--- src/rtl/pqd_pkg.sv ---
package pqd_pkg;

  localparam int CFG_W = 32;

  // Settings of zero are promoted to one tick.
  function automatic logic [CFG_W-1:0] min_one(input logic [CFG_W-1:0] v);
    return (v == '0) ? {{(CFG_W-1){1'b0}}, 1'b1} : v;
  endfunction

endpackage

--- src/rtl/pqd_ts_fifo.sv ---
module pqd_ts_fifo #(
  parameter int W     = 32,
  parameter int DEPTH = 16,
  localparam int AW   = (DEPTH > 1) ? $clog2(DEPTH) : 1,
  localparam int CW   = $clog2(DEPTH + 1)
) (
  input  logic          clk,
  input  logic          rst_n,
  input  logic          clr,
  input  logic          push,
  input  logic [W-1:0]  din,
  input  logic          pop,
  output logic [W-1:0]  dout,
  output logic [CW-1:0] count,
  output logic          full,
  output logic          empty
);

  logic [W-1:0]  mem [DEPTH];
  logic [AW-1:0] wr_q, wr_d, rd_q, rd_d;
  logic [CW-1:0] cnt_q, cnt_d;
  logic          push_ok, pop_ok;

  function automatic logic [AW-1:0] wrap_inc(input logic [AW-1:0] p);
    return (p == AW'(DEPTH - 1)) ? '0 : p + 1'b1;
  endfunction

  assign full    = (cnt_q == CW'(DEPTH));
  assign empty   = (cnt_q == '0);
  assign push_ok = push && !full;
  assign pop_ok  = pop && !empty;
  assign dout    = mem[rd_q];
  assign count   = cnt_q;

  always_comb begin
    wr_d  = wr_q;
    rd_d  = rd_q;
    cnt_d = cnt_q;
    if (clr) begin
      wr_d  = '0;
      rd_d  = '0;
      cnt_d = '0;
    end else begin
      if (push_ok) wr_d = wrap_inc(wr_q);
      if (pop_ok)  rd_d = wrap_inc(rd_q);
      if (push_ok && !pop_ok)      cnt_d = cnt_q + 1'b1;
      else if (!push_ok && pop_ok) cnt_d = cnt_q - 1'b1;
    end
  end

  always_ff @(posedge clk or negedge rst_n) begin
    if (!rst_n) begin
      wr_q  <= '0;
      rd_q  <= '0;
      cnt_q <= '0;
    end else begin
      wr_q  <= wr_d;
      rd_q  <= rd_d;
      cnt_q <= cnt_d;
    end
  end

  always_ff @(posedge clk) begin
    if (push_ok && !clr) mem[wr_q] <= din;
  end

endmodule

--- src/rtl/pqd_admit.sv ---
module pqd_admit
  import pqd_pkg::*;
(
  input  logic             rise,
  input  logic             full,
  input  logic             have_last,
  input  logic [CFG_W-1:0] now,
  input  logic [CFG_W-1:0] last_start,
  input  logic [CFG_W-1:0] delay_cfg,
  input  logic [CFG_W-1:0] width_cfg,
  output logic [CFG_W-1:0] start_t,
  output logic             accept,
  output logic             reject
);

  logic [CFG_W-1:0] gap;
  logic             overlap;

  assign start_t = now + min_one(delay_cfg);
  assign gap     = start_t - last_start;
  // At least one low tick must separate consecutive pulses.
  assign overlap = have_last && (gap <= min_one(width_cfg));
  assign accept  = rise && !full && !overlap;
  assign reject  = rise && (full || overlap);

endmodule

--- src/rtl/pqd_pulse_gen.sv ---
module pqd_pulse_gen
  import pqd_pkg::*;
(
  input  logic             clk,
  input  logic             rst_n,
  input  logic             clr,
  input  logic [CFG_W-1:0] now,
  input  logic [CFG_W-1:0] head_t,
  input  logic             head_vld,
  input  logic [CFG_W-1:0] width_cfg,
  output logic             pulse,
  output logic             pop,
  output logic             late_drop
);

  logic             pulse_q, pulse_d;
  logic [CFG_W-1:0] end_q, end_d;
  logic             hit;

  assign hit       = head_vld && !clr && (head_t == now);
  assign pop       = hit;
  assign late_drop = hit && pulse_q;
  assign pulse     = pulse_q;

  always_comb begin
    pulse_d = pulse_q;
    end_d   = end_q;
    if (clr) begin
      pulse_d = 1'b0;
    end else if (hit && !pulse_q) begin
      pulse_d = 1'b1;
      end_d   = now + min_one(width_cfg);
    end else if (pulse_q && (now == end_q)) begin
      pulse_d = 1'b0;
    end
  end

  always_ff @(posedge clk or negedge rst_n) begin
    if (!rst_n) begin
      pulse_q <= 1'b0;
      end_q   <= '0;
    end else begin
      pulse_q <= pulse_d;
      end_q   <= end_d;
    end
  end

endmodule

--- src/rtl/pulse_queue_delay.sv ---
module pulse_queue_delay
  import pqd_pkg::*;
#(
  parameter int DEPTH  = 16,
  parameter int DROP_W = 16,
  localparam int QC_W  = $clog2(DEPTH + 1)
) (
  input  logic              clk,
  input  logic              rst_n,
  input  logic              enable,
  input  logic              flush,
  input  logic              trig_in,
  input  logic [CFG_W-1:0]  delay_cfg,
  input  logic [CFG_W-1:0]  width_cfg,
  output logic              pulse_out,
  output logic [QC_W-1:0]   queued_cnt,
  output logic [DROP_W-1:0] dropped_cnt
);

  logic              clr, rise;
  logic              trig_q;
  logic [CFG_W-1:0]  now_q, now_d;
  logic [CFG_W-1:0]  last_q, last_d;
  logic              have_q, have_d;
  logic [DROP_W-1:0] drop_q, drop_d;
  logic [CFG_W-1:0]  start_t, head_t;
  logic              accept, reject, full, empty, pop, late_drop;

  assign clr  = flush || !enable;
  assign rise = trig_in && !trig_q && !clr;

  pqd_admit u_admit (
    .rise       (rise),
    .full       (full),
    .have_last  (have_q),
    .now        (now_q),
    .last_start (last_q),
    .delay_cfg  (delay_cfg),
    .width_cfg  (width_cfg),
    .start_t    (start_t),
    .accept     (accept),
    .reject     (reject)
  );

  pqd_ts_fifo #(.W(CFG_W), .DEPTH(DEPTH)) u_fifo (
    .clk   (clk),
    .rst_n (rst_n),
    .clr   (clr),
    .push  (accept),
    .din   (start_t),
    .pop   (pop),
    .dout  (head_t),
    .count (queued_cnt),
    .full  (full),
    .empty (empty)
  );

  pqd_pulse_gen u_gen (
    .clk       (clk),
    .rst_n     (rst_n),
    .clr       (clr),
    .now       (now_q),
    .head_t    (head_t),
    .head_vld  (!empty),
    .width_cfg (width_cfg),
    .pulse     (pulse_out),
    .pop       (pop),
    .late_drop (late_drop)
  );

  always_comb begin
    now_d  = now_q + 1'b1;
    last_d = last_q;
    have_d = have_q;
    drop_d = drop_q;
    if (clr) begin
      have_d = 1'b0;
      drop_d = '0;
    end else begin
      if (accept) begin
        last_d = start_t;
        have_d = 1'b1;
      end
      drop_d = drop_q + {{(DROP_W-1){1'b0}}, reject}
                      + {{(DROP_W-1){1'b0}}, late_drop};
    end
  end

  always_ff @(posedge clk or negedge rst_n) begin
    if (!rst_n) begin
      trig_q <= 1'b0;
      now_q  <= '0;
      last_q <= '0;
      have_q <= 1'b0;
      drop_q <= '0;
    end else begin
      trig_q <= trig_in;
      now_q  <= now_d;
      last_q <= last_d;
      have_q <= have_d;
      drop_q <= drop_d;
    end
  end

  assign dropped_cnt = drop_q;

endmodule

--- config.mk ---
export PLATFORM = sky130hd
export DESIGN_NAME = pulse_queue_delay
export DESIGN_NICKNAME = d
export VERILOG_FILES = /design/src/rtl/pqd_pkg.sv /design/src/rtl/pqd_ts_fifo.sv /design/src/rtl/pqd_admit.sv /design/src/rtl/pqd_pulse_gen.sv /design/src/rtl/pulse_queue_delay.sv
export SDC_FILE = /design/constraint.sdc
export NUM_CORES = 1
export LEC_CHECK = 0
export ABC_AREA = 0
export BUFFER_PORTS_ARGS = -buffer_cell sky130_fd_sc_hd__buf_4
export CORE_ASPECT_RATIO = 1.4
export CORE_UTILIZATION = 40
export CTS_BUF_LIST = sky130_fd_sc_hd__clkbuf_4 sky130_fd_sc_hd__clkbuf_8 sky130_fd_sc_hd__clkbuf_16
export DETAILED_ROUTE_END_ITERATION = 7
export PLACE_DENSITY = 0.58
export SLEW_MARGIN = 20
export SYNTH_ARGS = -nofsm -noshare
export SYNTH_HDL_FRONTEND = slang
export SYNTH_SLANG_ARGS = --single-unit
--- constraint.sdc ---
create_clock -name clk -period 10.35 [get_ports clk]
set_input_delay 2.07 -clock clk [delete_from_list [all_inputs] [get_ports clk]]
set_output_delay 2.07 -clock clk [all_outputs]
set_load 0.01 [all_outputs]
==> results of run 1 <==
==> cell usage after synthesis, drive strengths merged (30+ instances only) <==
| library cell | n | area [µm²] |
|---|---|---|
| mux4 | 125 | 2820 |
| ha | 136 | 1700 |
| xnor2 | 95 | 832 |
| mux2i | 38 | 380 |
| buf | 38 | 260 |
| dfrtp | 128 | 3200 |
| o21ai | 104 | 521 |
| edfxtp | 512 | 15400 |
| nand2 | 121 | 454 |
| nand4 | 38 | 238 |
| clkbuf | 105 | 394 |
| nor2 | 77 | 289 |
| inv | 115 | 432 |
| xor2 | 80 | 701 |
| nor4 | 39 | 265 |
| a21o | 57 | 428 |
| a21oi | 111 | 556 |
| and3 | 30 | 188 |
| nand3 | 37 | 185 |
==> power by group through the flow <==
| stage | Clock [mW] | Sequential (mW) | Combinational (mW) |
|---|---|---|---|
| 2_1_floorplan | 0 | 2.89 | 0.484 |
| 3_3_place_gp | 0 | 2.89 | 0.704 |
| 3_5_place_dp | 0 | 2.89 | 0.726 |
| 4_1_cts | 2.39 | 2.84 | 0.731 |
| 5_1_grt | 2.48 | 2.84 | 0.823 |
| 6_report | 2.34 | 2.84 | 0.743 |
==> layer usage <==
layer | wire [µm] | part of all wire [%] | track usage [%] | up-vias
met4 | 5750 | 6.4 | 13.4 | 0
met1 | 33400 | 37 | 26.1 | 10200
li1 | - | - | - | 8932
met5 | 0 | 0 | 0 | -
met3 | 3990 | 4.5 | 2.70 | 194
met2 | 46300 | 52 | 40.4 | 607
==> worst max path at each step <==
stage                       to  slack, ns  cells past startpoint
6_report       u_fifo.count[4]       0.78                     47
3_3_place_gp   u_fifo.count[4]      -0.64                     47
4_1_cts        u_fifo.count[4]      0.006                     47
3_5_place_dp   u_fifo.count[4]      -0.68                     47
5_1_grt        u_fifo.count[4]       0.12                     47
2_1_floorplan  u_fifo.count[4]       0.20                     43
==> worst min-delay path, cell delays in order, from the launching register on <==
cell     delay, ns
dfrtp_1       0.34
nand2_1       0.04
o21ai_0       0.07
==> state kept, by name, indices dropped and copies added, names as in the netlist <==
name and flops:
dropped_cnt 16, have_q 1, last_q 32, now_q 32
trig_q 1, u_fifo.count 5, u_fifo.mem 512, u_fifo.rd_q 4
u_fifo.wr_q 4, u_gen.end_q 32, u_gen.pulse 1
==> kinds of logic (layout without fill, tap and decap cells) <==
group / Yosys count / count (layout) / share of synthesized area (%)
flip-flops: 640 / 640 / 59.0
AO/OA/AOI/OAI: 441 / 441 / 9.05
AND/OR/NAND/NOR: 439 / 439 / 7.13
buffers and inverters: 258 / 448 / 3.45
multiplexers: 179 / 179 / 10.8
XOR/XNOR: 175 / 175 / 4.87
adder cells (fa/ha/maj): 141 / 141 / 5.72
other: 0 / 1 / 0
==> area by class of cell <==
class,count,area (µm²),area share (%)
Antenna cell,1,2.50,0.00688
Timing Repair Buffer,224,2020,5.56
Clock inverter,40,504,1.39
Multi-Input combinational cell,1375,11900,32.8
Sequential cell,640,18600,51.1
Tap cell,1045,1310,3.60
Clock buffer,69,1590,4.38
Inverter,115,432,1.19
==> timing repair <==
item                                   4_1_cts  5_1_grt
pin swaps                                    0        1
endpoints found under the hold margin        0        0
setup endpoints to repair                    1      544
resized for setup                            1       10
hold buffers                                 0        0
==> cell usage in the layout, fill, tap and decap left out, drive strengths merged, types with 8 or more instances in the layout <==
cell	instances
nand2b	24
ha	136
o21a	14
nor2b	19
nor2	77
edfxtp	512
nand4	38
and2	15
o21bai	17
bufinv	10
xnor2	95
and3	30
nor4	39
nand3	37
inv	119
mux2i	38
xor2	80
a211oi	15
a31oi	14
a21o	57
dfrtp	128
a211o	13
o21ai	104
nor3	15
nand2	121
clkinv	21
a21oi	111
buf	223
mux4	125
a22oi	18
o22ai	8
mux2	16
clkbuf	70
==> per-stage QoR <==
| stage | hold WS [ns] | setup slack [ns] | TNS (ns) |
|---|---|---|---|
| 6_report | 0.493 | 0.778 | 0 |
| 5_1_grt | 0.522 | 0.121 | 0 |
| 4_1_cts | 0.496 | 0.00633 | 0 |
| 3_5_place_dp | 0.479 | -0.684 | -199.40 |
| 3_3_place_gp | 0.470 | -0.635 | -157.35 |
| 2_1_floorplan | 0.450 | 0.199 | 0 |
==> results.ini, run 1 <==
[floorplanning]
rows=121
fp.dieH_um=334
ioPinCount=91
start_util_pct=40.5
die_w_um=239
dieArea_um2=79800
core_um2=77800

[setup_path]
worst-r2r-cell-count=41
crit_top_cell=a21o_1
rr_endpoint=u_fifo.count[4]
path_buf_inv=7
arrival_ns=10.14
crit_fanout=3
critPathKind=primary input to flop
cp_slowest_stage_delay_ns=0.41
cp-startpoint=delay_cfg[25]
reg2reg_slack_ns=2.39
path_delay_family=compound AO/OA/AOI/OAI gates
worst_ep_required_time_ns=10.91
cp-end-kind=flop
critPathLaunchType=primary input
r2r_start=now_q[1]
crit_slowest_cell=fa_1

[routing]
via_per_inst=5.69
via_count=20000
drt_first_pass_iters=7
drt-total-wl_um=89400
drtIter0Drc=1507
drc=0
ant_nets=0
avgRoutedWirePerCell_um=25.5

[min_path]
whs_path_depth=2
worst_hold_path.endpoint=last_q[1]
min_path_type=flop to flop
worstHoldStart=last_q[1]

[synth]
synthArstFlopShare_pct=20.0
ys_seq_area_share_pct=59.0
avgSynthCellArea_um2=13.8
synthDistinctLibCells=73
ys_ff_latch=640
ys.flop_type=edfxtp_1
ys.warnings.count=0
synthCells=2273
synth_nets=2483
synth_edf_count=512
syn_area_um2=31500

[placement]
place_inst=3398
portBuffers=90
hpwlAfterDp_um=63500
gp_congestion=0.945
post_dp_cell_area_um2=34200

[pwr]
p_clk_share_pct=39.6
power_frac_seq_pct=47.9
irDropWorstVdd_uv=128
combPwrFrac_pct=12.5
intPower_mw=4.50
p_switching_mw=1.43
powerDensity_nw_per_um2=163
power_leakage_nw=13.7
swShare_pct=24.1
p_total_mw=5.92

[global_routing]
antenna_found_initial=1
grt-ovfl-total=0
grt_use_total_pct=22.7
grt_pass1_wl_um=132000
grt_max_degree=117
grt_pass1_vias=20700

[timing]
finalHoldViolCount=0
maxSlewViolCount=0
post-route-min-period_ns=9.57
tightest_slew_ns=1.05
min_period_over_period_pct=92.5
relSlewSlack_pct=29.6
report.final.setup_viol=0
fin_worst_skew_ns=0.0392
fmax_mhz=104
rsz0062_at_grt=false

[clocking]
numCtsBuffers=58
cts-root-buf=clkbuf_16
post_cts_buffers=0
clk_pin_slew_ns=0.07
htreeDepth=2
insertion_delay_ns=0.65
numClockSinks=640
cts_tree=built
cts.path.max_buffers=3

[layout]
syn_to_final_growth_pct=15.5
design_area_um2=36400
drive_gt1_share_pct=20.7
fillCellCount=6793
fin_nets=2624
finalNonFillerCells=3509
final_util_pct=46.7

[outcome]
status=finished, final reports clean

[run]
drv_cap=0

No activity file was read; power rests on OpenSTA's default activity.
==> run 2, diff against run 1 <==
--- a/config.mk
+++ b/config.mk
@@ -11,6 +11,7 @@
 export CORE_UTILIZATION = 40
 export CTS_BUF_LIST = sky130_fd_sc_hd__clkbuf_4 sky130_fd_sc_hd__clkbuf_8 sky130_fd_sc_hd__clkbuf_16
 export DETAILED_ROUTE_END_ITERATION = 7
+export GPL_TIMING_DRIVEN = 0
 export PLACE_DENSITY = 0.58
 export SLEW_MARGIN = 20
 export SYNTH_ARGS = -nofsm -noshare
==> run 2 against run 1 <==
Compared with the run above:
- flip-flop and latch count unchanged
- wire length up 8.6%
- die area unchanged
- total power down 0.55%
- utilization about the same
- non-clock buffer count up 39
- hold slack worse by 0.0043 ns
==> results.ini, run 2 (synthesis gave the netlist of run 1 again) <==
[outcome]
status=finished, final reports clean

[layout]
design_area_um2=36400
mostFrequentLayoutCells=512 x edfxtp_1, 133 x ha_1, 128 x dfrtp_1
seqCellArea_um2=18600
largest-register=u_fifo.mem
final_util_pct=46.8
layout_commonest_cell=edfxtp_1
largest_reg_flops=512
fillCellCount=6883
syn_to_final_growth_pct=15.6
drive_gt1_share_pct=19.5
multi_input_area_um2=12400
fin_nets=2667

[clocking]
numClockSinks=640
clk_pin_slew_ns=0.06
insertion_delay_ns=0.68
cts_tree=built
cts-root-buf=clkbuf_16
htreeDepth=2
cts.path.max_buffers=3
numCtsBuffers=61

[timing]
fmax_mhz=100
finalHoldViolCount=0
maxSlewViolCount=0
report.final.setup_viol=0
min_period_over_period_pct=96.5
setup_slack_ns=0.362
rsz0062_at_grt=false
tightest_slew_ns=1.16
fin_worst_skew_ns=0.0283
relSlewSlack_pct=22.5
post-route-min-period_ns=9.99

[placement]
gp_congestion=0.954
hpwlAfterDp_um=68500
dp_slack_ns=-3.88
post_dp_cell_area_um2=34000
portBuffers=90

[setup_path]
worst-r2r-cell-count=36
r2r_start=now_q[1]
rr_endpoint=u_fifo.count[4]
cp-startpoint=delay_cfg[24]
crit_slowest_cell=nor4_4
crit_fanout=6
critPathLaunchType=primary input
crit_top_cell=a21o_1
worstSetupEndpoint=u_fifo.count[4]
reg2reg_slack_ns=1.76
worst_ep_required_time_ns=10.94
cp-end-kind=flop
cp_slowest_stage_delay_ns=0.55
arrival_ns=10.58
critPathKind=primary input to flop

[run]
drv_cap=0

[floorplanning]
dieArea_um2=79800
fp.dieH_um=334
start_util_pct=40.5
core_um2=77800
ioPinCount=91
rows=121
die_w_um=239

[global_routing]
grt_pass1_wl_um=139000
grt_use_total_pct=24.3
grt_pass1_vias=20800
antenna_found_initial=2
grt_max_degree=78
grt-ovfl-total=0

[routing]
ant_nets=0
drt-total-wl_um=97100
drtIter0Drc=1681
via_per_inst=5.68
drc=0
drt_first_pass_iters=5
avgRoutedWirePerCell_um=27.3
via_count=20200

[pwr]
powerDensity_nw_per_um2=162
irDropWorstVdd_uv=133
power_leakage_nw=13.6
power_frac_seq_pct=48.1
swShare_pct=25.4
p_total_mw=5.89
combPwrFrac_pct=13.1
p_clk_share_pct=38.8
p_switching_mw=1.50
intPower_mw=4.39

[min_path]
min_path_type=flop to flop

==> run 2: worst min path at each step <==
| stage | start | endpoint | slack, ns | cells past startpoint |
|---|---|---|---|---|
| 2_1_floorplan | last_q[1] | last_q[1] | 0.45 | 2 |
| 3_3_place_gp | last_q[1] | last_q[1] | 0.47 | 2 |
| 3_5_place_dp | last_q[0] | last_q[0] | 0.48 | 2 |
| 4_1_cts | last_q[0] | last_q[0] | 0.49 | 2 |
| 5_1_grt | last_q[1] | last_q[1] | 0.52 | 2 |
| 6_report | last_q[0] | last_q[0] | 0.49 | 2 |
==> run 2: final cells by class <==
class                      count  area share (%)
clock inverter                40            1.10
buffer                       142            1.79
sequential                   640            51.1
inverter                     115            1.20
clock buffer                  74            4.48
multi-input combinational   1375            34.0
tap                         1045            3.59
antenna                        1         0.00688
timing repair buffer         121            2.78
timing repair inverter         1          0.0138
==> run 2: stage by stage <==
| stage | hold WS [ns] | TNS (ns) | std cells |
|---|---|---|---|
| after floorplan | 0.450 | 0 | 2273 |
| after global placement | 0.473 | -2886.19 | 3408 |
| after detailed placement | 0.481 | -1477.24 | 3424 |
| after CTS | 0.495 | 0 | 3547 |
| after global routing | 0.520 | 0 | 3553 |
| final | 0.489 | 0 | 3554 |
==> run 2: critical path, delay by kind of cell <==
kind	cells	cell delay, ns
AO/OA/AOI/OAI	21	3.52
XOR/XNOR	2	0.35
adder cells (fa/ha/maj)	5	1.61
buffers and inverters	4	0.60
AND/OR/NAND/NOR	12	2.39
==> run 2: timing repair <==
item                                    4_1_cts  5_1_grt
buffers inserted                              9        6
pin swaps                                    10       14
hold buffers                                  0        0
resized for setup                            34       19
cloned                                        0        1
endpoints found under the setup margin      570      520
==> run 2: power by group through the flow <==
stage | Sequential, mW | Combinational [mW] | Clock, mW
floorplan | 2.89 | 0.484 | 0
global placement | 2.89 | 0.683 | 0
detailed placement | 2.89 | 0.722 | 0
CTS | 2.84 | 0.751 | 2.32
global route | 2.84 | 0.846 | 2.40
finish | 2.84 | 0.769 | 2.29
==> run 2: layer usage <==
layer / global-route usage, % / wire, µm
met1: 26.9 / 35800
met2: 45.0 / 51200
met3: 2.49 / 3990
met4: 13.8 / 6160
met5: 0 / 0
